[config.mk]
export PLATFORM = sky130hd
export DESIGN_NAME = rj_audio_rx
export DESIGN_NICKNAME = d
export VERILOG_FILES = /design/src/rtl/rj_rx_pkg.sv /design/src/rtl/rj_sync_chain.sv /design/src/rtl/rj_rise_detect.sv /design/src/rtl/rj_slot_capture.sv /design/src/rtl/rj_audio_rx.sv
export SDC_FILE = /design/constraint.sdc
export NUM_CORES = 1
export LEC_CHECK = 0
export BUFFER_PORTS_ARGS = -buffer_cell sky130_fd_sc_hd__buf_2
export CORE_UTILIZATION = 49
export DETAILED_ROUTE_END_ITERATION = 8
export PLACE_DENSITY = 0.73
export SLEW_MARGIN = 5
export SYNTH_ARGS = -nofsm -noshare
export SYNTH_HDL_FRONTEND = slang
export SYNTH_SLANG_ARGS = --single-unit
export TNS_END_PERCENT = 5
[constraint.sdc]
create_clock -name clk -period 1.3 [get_ports clk]
set_clock_uncertainty 0.2 [all_clocks]
set_input_delay 0 -clock clk [delete_from_list [all_inputs] [get_ports clk]]
set_output_delay 0 -clock clk [all_outputs]
set_load 0.005 [all_outputs]
[src/rtl/rj_rx_pkg.sv]
// Package: shared widths and types for the right-justified receiver.
// Assumes the longest word is 18 bits and the short word is 16 bits.
package rj_rx_pkg;
    localparam int LONG_W   = 18;
    localparam int SHORT_W  = 16;
    localparam int EXT_W    = LONG_W - SHORT_W;
    localparam int SYNC_LEN = 2;

    typedef logic [LONG_W-1:0] sample_t;

    // Sign-extend the low SHORT_W bits of a word to LONG_W bits.
    function automatic sample_t sext_short(input sample_t w);
        return {{EXT_W{w[SHORT_W-1]}}, w[SHORT_W-1:0]};
    endfunction
endpackage

[src/rtl/rj_sync_chain.sv]
// Module: multi-stage synchronizer for a vector of asynchronous levels.
// Assumes every bit is a slow level; each bit is synchronized on its own.
module rj_sync_chain #(
    parameter int WIDTH  = 3,
    parameter int STAGES = 2
) (
    input  logic             clk,
    input  logic             rst_n,
    input  logic [WIDTH-1:0] d,
    output logic [WIDTH-1:0] q
);
    logic [WIDTH-1:0] pipe [STAGES];

    generate
        for (genvar s = 0; s < STAGES; s++) begin : g_stage
            // Purpose: move the levels one stage further down the chain.
            always_ff @(posedge clk) begin
                if (!rst_n)
                    pipe[s] <= '0;
                else if (s == 0)
                    pipe[s] <= d;
                else
                    pipe[s] <= pipe[(s > 0) ? s - 1 : 0];
            end
        end
    endgenerate

    assign q = pipe[STAGES-1];
endmodule

[src/rtl/rj_rise_detect.sv]
// Module: one-cycle pulse on a rising edge of a synchronized level.
// Assumes the input is already in the clk domain.
module rj_rise_detect (
    input  logic clk,
    input  logic rst_n,
    input  logic level,
    output logic rise
);
    logic level_d;

    // Purpose: remember last cycle's level.
    always_ff @(posedge clk) begin
        if (!rst_n)
            level_d <= 1'b0;
        else
            level_d <= level;
    end

    assign rise = level & ~level_d;
endmodule

[src/rtl/rj_slot_capture.sv]
// Module: shifts serial bits on each bit tick and emits a word when the word
// clock level changes.
// Assumes bit_tick is a single-cycle pulse, and that data_bit and word_lvl
// are valid in the cycle where bit_tick is high.
// The word length is frozen at reset.
module rj_slot_capture
    import rj_rx_pkg::*;
(
    input  logic    clk,
    input  logic    rst_n,
    input  logic    wlen18_sel,
    input  logic    bit_tick,
    input  logic    data_bit,
    input  logic    word_lvl,
    output sample_t smp_data,
    output logic    smp_right,
    output logic    smp_valid,
    output logic    len18_q
);
    sample_t shreg;
    logic    word_q;
    logic    armed;
    logic    slot_end;
    sample_t word_sel;

    assign slot_end = bit_tick & armed & (word_lvl != word_q);

    generate
        if (LONG_W > SHORT_W) begin : g_ext
            assign word_sel = len18_q ? shreg : sext_short(shreg);
        end else begin : g_noext
            assign word_sel = shreg;
        end
    endgenerate

    // Purpose: shift the history, track the slot level, and publish words.
    always_ff @(posedge clk) begin
        if (!rst_n) begin
            shreg     <= '0;
            word_q    <= 1'b0;
            armed     <= 1'b0;
            len18_q   <= wlen18_sel;
            smp_data  <= '0;
            smp_right <= 1'b0;
            smp_valid <= 1'b0;
        end else begin
            smp_valid <= 1'b0;
            if (bit_tick) begin
                shreg  <= {shreg[LONG_W-2:0], data_bit};
                word_q <= word_lvl;
                armed  <= 1'b1;
            end
            if (slot_end) begin
                smp_valid <= 1'b1;
                smp_right <= ~word_q;
                smp_data  <= word_sel;
            end
        end
    end
endmodule

[src/rtl/rj_audio_rx.sv]
// Module: top of the right-justified serial audio receiver.
// Assumes bclk_in stays high and low for at least two clk cycles each.
module rj_audio_rx
    import rj_rx_pkg::*;
(
    input  logic              clk,
    input  logic              rst_n,
    input  logic              wlen18_sel,
    input  logic              bclk_in,
    input  logic              wclk_in,
    input  logic              sdata_in,
    output logic [LONG_W-1:0] smp_data,
    output logic              smp_right,
    output logic              smp_valid
);
    logic [2:0] raw_vec;
    logic [2:0] sync_vec;
    logic       bit_tick;
    logic       len18_q;

    assign raw_vec = {bclk_in, wclk_in, sdata_in};

    rj_sync_chain #(.WIDTH(3), .STAGES(SYNC_LEN)) u_sync (
        .clk   (clk),
        .rst_n (rst_n),
        .d     (raw_vec),
        .q     (sync_vec)
    );

    rj_rise_detect u_rise (
        .clk   (clk),
        .rst_n (rst_n),
        .level (sync_vec[2]),
        .rise  (bit_tick)
    );

    rj_slot_capture u_cap (
        .clk        (clk),
        .rst_n      (rst_n),
        .wlen18_sel (wlen18_sel),
        .bit_tick   (bit_tick),
        .data_bit   (sync_vec[0]),
        .word_lvl   (sync_vec[1]),
        .smp_data   (smp_data),
        .smp_right  (smp_right),
        .smp_valid  (smp_valid),
        .len18_q    (len18_q)
    );
endmodule

==> reports/qor.yml, run 1 <==
rows: 20
p_leak_uw: 0.000863
violations: "setup timing"
start_util_pct: 53.3
path_buf_inv: 2
critPathKind: "flip-flop to flip-flop"
p_int_uw: 1780
grt_pass1_wl_mm: 5.75
placed_area_sq_mm: 0.00195
ys_warn_count: 0
critical_path.startpoint_type: "flip-flop"
synth.cell_area_sq_mm: 0.00170
required_ns: 1.34
synth_top_area_cell: "dfxtp_1"
pre_cts_slack_ns: -0.254
drcViolationCount: 0
finalSetupViolCount: 7
initialDrtViolationCount: 94
async_reset_ff_share_pct: 0
grt_pass1_vias: 1340
synth-seq-cells: 48
avgSynthCellArea_sq_um: 8.78
gr-total-overflow: 0
cp_cell_sequence: "buf_4 -> xnor2_4 -> buf_12 -> o21ai_0 -> a21oi_1"
seq_area_frac_synth_pct: 57.3
synthCells: 193
crit_path_max_fanout: 13
final_max_slew_viol_count: 0
period_minus_slack_ns: 1.33
die_area_sq_mm: 0.00370
via_per_inst: 5.40
worstSkewPairLatency_ns: 0.35
dp_hpwl_mm: 2.37
worst_path_max_delay_cell: "dfxtp_4"
hp-class: "input port to flip-flop"
status: "finished with violations"
timing.final.ws_setup_ns: -0.0282
clockRootBuffer: "clkbuf_4"
num_io_pins: 26
p_per_area_mw_per_mm2: 1050
fin_util_pct: 69.4
grt_max_degree: 15
ys.flop_type: "dfxtp_1"
critical-path-top-delay-family: "flip-flops"
power_frac_seq_pct: 65.4
pwr-share-clk_pct: 27.5
tns_ns: -0.108
routed_wl_mm: 3.67
antenna_left: 0
die_w_um: 60.8
syn_to_final_growth_pct: 30.2
max_stage_delay_ns: 0.36
tightest_slew_ns: 0.231
clockBufferDepth: 2
rsz0062_at_grt: "true"
core_area_sq_mm: 0.00318
cp_data_arrival_time_ns: 1.37
cts_buffers: 5
dr.pass1.iters: 4
gp_routability_congestion: 0.735
nNetsFinal: 247
fin_crit_sh_pct: 102
switchingPower_uw: 524
max_freq_ghz: 0.753
synthTopCellsByArea: "dfxtp_1, a21oi_1, nand2_1"
yosysMostFrequentCell: "dfxtp_1"
synth_commonest_cells: "dfxtp_1, a21oi_1, nand2_1, nand3_1, o21ai_0"
cp-end-kind: "flip-flop"
detail_route.wl_per_cell_um: 12.8
h-tree-depth: 2
die_h_um: 60.8
port-buffer-count: 25
cts_tree: "done"
layout-drive-gt1-share_pct: 28.1
grt_usage_pct: 21.5
maxCapViolations: 0
fin_area_sq_mm: 0.00221
yosys.area.top_type_share_pct: 55.5
synth_edf_count: 1
path_clk_slew_ns: 0.12
num_antenna_cells: 0
relSlewSlack_pct: 84.4
comb_power_share_pct: 7.1
cts.sinks: 48
whs_ns: 0.0558
hold_viol_final: 0
ir_drop_uv: 700
syn_nets: 199
synth_cell_type_count: 25
antenna_found_initial: 0
vias: 1544
p_sw_share_pct: 22.7
routing by layer:
metal / global-route usage (%) / part of all wire (%)
met3: 4.48 / 3.4
met1: 26.4 / 45
met2: 35.6 / 50
met4: 11.0 / 1.7
met5: 0 / 0
flip-flops by register name, indices dropped and copies added (netlist names):
| register | count |
|---|---|
| u_cap.smp_right | 1 |
| u_cap.smp_valid | 1 |
| u_rise.level_d | 1 |
| u_cap.shreg | 18 |
| u_cap.smp_data | 18 |
| u_cap.len18_q | 1 |
| u_cap.armed | 1 |
| u_cap.word_q | 1 |
| u_sync.pipe | 6 |
power groups by stage:
stage / sequential, uW / combinational, uW / clock, uW
finish: 1510 / 163 / 635
global route: 1510 / 174 / 716
CTS: 1510 / 151 / 649
detailed placement: 1540 / 116 / 0
global placement: 1540 / 112 / 0
floorplan: 1540 / 66.6 / 0
kinds of logic after synthesis:
logic type / share of synthesized area, %
multiplexers: 1.18
buffers and inverters: 3.76
XOR/XNOR: 1.48
AND/OR/NAND/NOR: 18.6
AO/OA/AOI/OAI: 17.7
flip-flops: 57.3
tightest hold or removal path, stage by stage:
cell	delay, ns
buf_2	0.10
dlymetal6s4s_1	0.31
and2_1	0.16
per-stage QoR:
stage	total power, uW	std cells
after global placement	1650	265
after floorplan	1610	193
after CTS	2310	285
after global routing	2400	286
after detailed placement	1660	265
final	2310	286
path summary, 6_finish.rpt:
kind / from / endpoint / slack (ns) / depth (start not counted)
min reg2reg: u_sync.pipe[0][2]$_SDFF_PN0_ / u_sync.pipe[1][2]$_SDFF_PN0_ / 0.25 / 1
max reg2reg: u_cap.word_q$_SDFFE_PN0P_ / u_cap.smp_data[12]$_SDFFE_PN0P_ / -0.03 / 5
max: u_cap.word_q$_SDFFE_PN0P_ / u_cap.smp_data[12]$_SDFFE_PN0P_ / -0.03 / 5
min: rst_n / u_sync.pipe[1][0]$_SDFF_PN0_ / 0.06 / 3
cells in the final DEF (no fill, tap or decap), types with 2 or more instances in the layout:
cell	count
a21oi_1	36
a21oi_2	2
and2_1	7
buf_2	26
buf_4	15
buf_6	3
clkbuf_1	2
clkbuf_4	5
dfxtp_1	42
dfxtp_2	2
dfxtp_4	3
dlygate4sd3_1	7
dlymetal6s4s_1	2
mux2i_1	2
nand2_1	38
nand3_1	16
nor2_1	2
o21ai_0	6
o21ai_1	8
o21ai_2	2
cell type report:
| class | count | area (sq um) |
|---|---|---|
| clock buffer | 7 | 45.0 |
| timing repair buffer | 54 | 392 |
| fill | 259 | 971 |
| sequential | 48 | 985 |
| clock inverter | 1 | 5.00 |
| tap | 44 | 55.1 |
| inverter | 1 | 3.75 |
| multi-input combinational | 131 | 722 |
repair_timing:
| action | in CTS | in global routing |
|---|---|---|
| endpoints found under the hold margin | 13 | 1 |
| buffers inserted | 3 | 0 |
| setup endpoints to repair | 24 | 40 |
| gates resized for setup | 15 | 19 |
| hold buffers | 8 | 1 |
| gates cloned | 1 | 0 |
| pin swaps | 2 | 0 |
Power figures use the tool's default switching activity.
==> run 2: changes to the inputs <==
CELL_PAD_IN_SITES_DETAIL_PLACEMENT = 1   (was not set)
CELL_PAD_IN_SITES_GLOBAL_PLACEMENT = 1   (was not set)
CORE_UTILIZATION = 37   (was 49)
PLACE_DENSITY = not set   (was 0.73)
PLACE_DENSITY_LB_ADDON = 0.1   (was not set)
==> run 2 against run 1 <==
Against the previous run: the run still ends with setup timing left; first-iteration DRC count shrank 69%; via count shrank 5.6%; global-route usage shrank 3.8 points; critical path type unchanged.
==> reports/qor.yml, run 2 (synthesis gave the netlist of run 1 again) <==
p_per_area_mw_per_mm2: 1140
hp-class: "input port to flip-flop"
die_area_sq_mm: 0.00486
cts_tree: "done"
port-buffer-count: 25
fin_util_pct: 50.9
routed_wl_mm: 4.10
cts.sinks: 48
p_int_uw: 1990
p_leak_uw: 0.000847
critical_path.startpoint_type: "flip-flop"
reg.largest.list: "u_cap.shreg x18, u_cap.smp_data x18, u_sync.pipe x6"
tightest_slew_ns: 0.271
max_freq_ghz: 0.762
vias: 1457
use_met1_pct: 19.0
timing.final.ws_setup_ns: -0.0120
layout-drive-gt1-share_pct: 30.5
use_met3_pct: 5.52
critPathKind: "flip-flop to flip-flop"
worstSkewPairLatency_ns: 0.30
num_antenna_cells: 0
p_sw_share_pct: 22.0
antenna_left: 0
num_io_pins: 26
path_clk_slew_ns: 0.08
cp-end-kind: "flip-flop"
status: "finished with violations"
ir_drop_uv: 597
antenna_found_initial: 0
cts_buffers: 5
hold_viol_final: 0
most-common-layout-cells: "dfxtp_1, nand2_1, a21oi_1"
pwr-share-clk_pct: 35.1
final_common_cell: "dfxtp_1"
die_h_um: 69.7
power_frac_seq_pct: 59.1
grt_use_met2_pct: 32.8
post_cts_buffers: 0
tns_ns: -0.0174
switchingPower_uw: 561
busiest_layer: "met2"
violations: "setup timing"
cp_data_arrival_time_ns: 1.35
grt_max_degree: 24
rows: 24
placed_area_sq_mm: 0.00195
grt_pass1_vias: 1474
gp_routability_congestion: 0.721
core_area_sq_mm: 0.00438
clockBufferDepth: 2
clockRootBuffer: "clkbuf_8"
fillers: 532
initialDrtViolationCount: 29
relSlewSlack_pct: 81.9
dp_hpwl_mm: 2.78
crit_path_max_fanout: 5
drcViolationCount: 0
die_w_um: 69.7
detail_route.wl_per_cell_um: 14.4
period_minus_slack_ns: 1.31
pre_cts_slack_ns: -0.0477
h-tree-depth: 2
fin_crit_sh_pct: 101
dr.pass1.iters: 4
finalSetupViolCount: 2
final_max_slew_viol_count: 0
grt_pass1_wl_mm: 6.73
syn_to_final_growth_pct: 31.5
grt_usage_pct: 17.7
fin_area_sq_mm: 0.00223
rsz0062_at_grt: "true"
required_ns: 1.34
via_per_inst: 5.11
nNetsFinal: 238
gr-total-overflow: 0
comb_power_share_pct: 5.8
maxCapViolations: 0
p_total_uw: 2550
start_util_pct: 38.7
## run 2: cell types whose count changed in the layout (fill, tap and decap cells not counted), moves of 2 or more
cell / before / now
a21oi_1: 36 / 29
dlygate4sd3_1: 7 / 5
buf_4: 15 / 8
nand3_2: 0 / 2
clkbuf_4: 5 / 0
o21ai_0: 6 / 4
nand3_1: 16 / 14
dlymetal6s4s_1: 2 / 0
a21oi_2: 2 / 9
buf_6: 3 / 6
o21ai_1: 8 / 11
clkbuf_8: 0 / 6
## run 2: area by class of cell
cell class              count  area (sq um)  share of cell area (%)
flip-flops and latches     48           985                    44.2
multi-input cells         131           763                    34.2
repair buffers             45           323                    14.5
clock buffers               8          90.1                    4.04
well taps                  52          65.1                    2.92
inverters                   1          3.75                   0.168
## run 2: worst paths after layout
kind                                                    from  cells past startpoint  slack, ns                              to
worst max-delay path               u_cap.word_q$_SDFFE_PN0P_                      4      -0.01  u_cap.smp_data[8]$_SDFFE_PN0P_
worst min-delay path                              wlen18_sel                      2       0.22         u_cap.len18_q$_DFFE_PN_
worst max register to register     u_cap.word_q$_SDFFE_PN0P_                      4      -0.01  u_cap.smp_data[8]$_SDFFE_PN0P_
worst min register to register  u_sync.pipe[0][1]$_SDFF_PN0_                      1       0.24    u_sync.pipe[1][1]$_SDFF_PN0_
## run 2: worst max-delay path, cell delays in order (launching register included)
cell and delay [ns]:
dfxtp_4 0.42, xor2_4 0.21, buf_6 0.16, nand3_1 0.12
a21oi_2 0.14
## run 2: layer usage
layer	share of wire, %	wire (um)
met1	42	1710
met4	1.2	51
met3	2.8	113
met5	0	0
met2	54	2220
## run 2: through the flow
step / hold WS [ns] / instances
after floorplan: -0.101 / 193
after global placement: -0.0237 / 271
after detailed placement: -0.0212 / 271
after CTS: 0.203 / 284
after global routing: 0.207 / 285
final: 0.217 / 285
## run 2: power groups by stage
| stage | Sequential, uW | Clock [uW] | Combinational [uW] |
|---|---|---|---|
| 3_3_place_gp | 1540 | 0 | 117 |
| 5_1_grt | 1510 | 997 | 164 |
| 4_1_cts | 1510 | 937 | 132 |
| 6_report | 1510 | 895 | 149 |
| 2_1_floorplan | 1540 | 0 | 66.6 |
| 3_5_place_dp | 1540 | 0 | 120 |
## run 2: what timing repair did
item                                   CTS  global route
gates resized for setup                  5            40
hold buffers                             5             0
cloned                                   0             1
pin swaps                                0             5
setup endpoints to repair               25            39
endpoints found under the hold margin    9             0
==> run 3: changes to the inputs <==
CORE_ASPECT_RATIO = 1.2   (was not set)
CORE_UTILIZATION = 41   (was 37)
clock period = 1.45 ns   (was 1.3 ns; I/O delays follow)
==> run 3 against run 2 <==
Against the previous run: the run now ends clean; cell count increased by 2.1%; worst setup slack better by 0.055 ns; register-to-register slack improved by 0.08 ns; first-iteration DRC count is 76% higher; power is 9.4% lower; sequential share of layout area is 0.53 points higher; sequential cell count did not move; non-clock buffer count up 4; routed wire length rose by 0.34%; critical path depth unchanged; critical path type is now input port to flip-flop.
==> reports/qor.yml, run 3 (synthesis gave the netlist of run 1 again) <==
finalSetupViolCount: 0
die_h_um: 72.4
maxCapViolations: 0
cts_tree: "done"
grt_pass1_wl_mm: 6.73
grt_max_degree: 21
gr-total-overflow: 0
grt_usage_pct: 21.2
clockBufferDepth: 2
period_minus_slack_ns: 1.41
nNetsFinal: 242
dr.pass1.iters: 6
core_area_sq_mm: 0.00394
crit_path_max_fanout: 9
cp_data_arrival_time_ns: 1.39
max_freq_ghz: 0.711
multiInputGateArea_sq_um: 661
p_leak_uw: 0.000836
reg2reg_depth: 4
hp-class: "input port to flip-flop"
tightest_slew_ns: 0.215
holdPathStages: 2
cp-end-kind: "flip-flop"
vias: 1486
num_io_pins: 26
antenna_found_initial: 0
detail_route.wl_per_cell_um: 14.1
num_antenna_cells: 0
grt_pass1_vias: 1465
worstSkewPairLatency_ns: 0.30
routed_wl_mm: 4.11
path_clk_slew_ns: 0.09
ir_drop_uv: 723
fin_area_sq_mm: 0.00218
fillers: 488
rows: 25
initialDrtViolationCount: 51
clockRootBuffer: "clkbuf_8"
final_common_cell: "dfxtp_1"
seqCellArea_sq_um: 975
placed_area_sq_mm: 0.00197
start_util_pct: 43.0
fin_util_pct: 55.3
reg.largest.list: "u_cap.shreg x18, u_cap.smp_data x18, u_sync.pipe x6"
syn_to_final_growth_pct: 28.6
die_area_sq_mm: 0.00440
p_per_area_mw_per_mm2: 1060
port-buffer-count: 25
via_per_inst: 5.11
whs_ns: 0.210
layout-drive-gt1-share_pct: 23.2
cts_buffers: 5
drcViolationCount: 0
final_max_slew_viol_count: 0
dp_hpwl_mm: 2.81
critical_path.startpoint_type: "input port"
gp_routability_congestion: 0.741
relSlewSlack_pct: 85.5
critPathKind: "input port to flip-flop"
required_ns: 1.43
hold_viol_final: 0
fin_crit_sh_pct: 97.1
die_w_um: 60.7
most-common-layout-cells: "dfxtp_1, a21oi_1, nand2_1"
cts.sinks: 48
tns_ns: 0
antenna_left: 0
status: "completed"
h-tree-depth: 2
## run 3: changes by cell type in the layout (fill, tap and decap cells not counted), sizes merged
cell / previous run / this run
dlygate4sd3: 5 / 8
clkbuf: 8 / 6
clkinv: 0 / 2
buf: 40 / 41
clkinvlp: 0 / 1
inv: 1 / 0
## run 3: report_power, final
part | internal, uW | leakage [uW] | switching [uW]
registers | 1340 | 0.000391 | 14.8
logic | 69.2 | 0.000394 | 72.5
clock network | 381 | 0.0000510 | 434
total | 1790 | 0.000836 | 521
## run 3: area by class of cell
class / instances / share of cell area (%)
multi-input combinational: 131 / 30.3
clock inverter: 2 / 0.459
inverter: 1 / 0.344
timing repair buffer: 49 / 17.3
sequential: 48 / 44.7
tap: 54 / 3.10
clock buffer: 6 / 3.79
## run 3: metrics by stage
step           total power, uW  instances  worst slack (ns)
3_5_place_dp              1500        271            0.0313
6_report                  2310        291            0.0428
4_1_cts                   2330        287            0.0101
3_3_place_gp              1490        271             0.148
2_1_floorplan             1440        193            0.0217
5_1_grt                   2410        291           -0.0111
## run 3: worst paths after layout
path	from	to	slack [ns]
setup reg to reg	u_rise.level_d$_SDFF_PN0_	u_cap.smp_data[5]$_SDFFE_PN0P_	0.07
setup / recovery	rst_n	u_sync.pipe[0][2]$_SDFF_PN0_	0.04
hold reg to reg	u_sync.pipe[0][0]$_SDFF_PN0_	u_sync.pipe[1][0]$_SDFF_PN0_	0.25
hold / removal	wlen18_sel	u_cap.len18_q$_DFFE_PN_	0.21
## run 3: worst max-delay path, stage by stage
cell           delay, ns
dlygate4sd3_1       0.53
buf_4               0.17
and2_1              0.13
dlygate4sd3_1       0.56
## run 3: what timing repair did
item | in CTS | in global routing
endpoints found under the setup margin | 0 | 7
gates resized for setup | 0 | 6
buffers inserted | 0 | 4
hold buffers | 8 | 0
endpoints found under the hold margin | 9 | 0
## run 3: metal layers
metal	up-vias	GRT usage, %	share of wire (%)
li1	740	-	-
met1	720	23.9	43
met2	19	36.6	54
met3	7	6.24	2.1
met4	0	8.84	1.8
met5	-	0	0
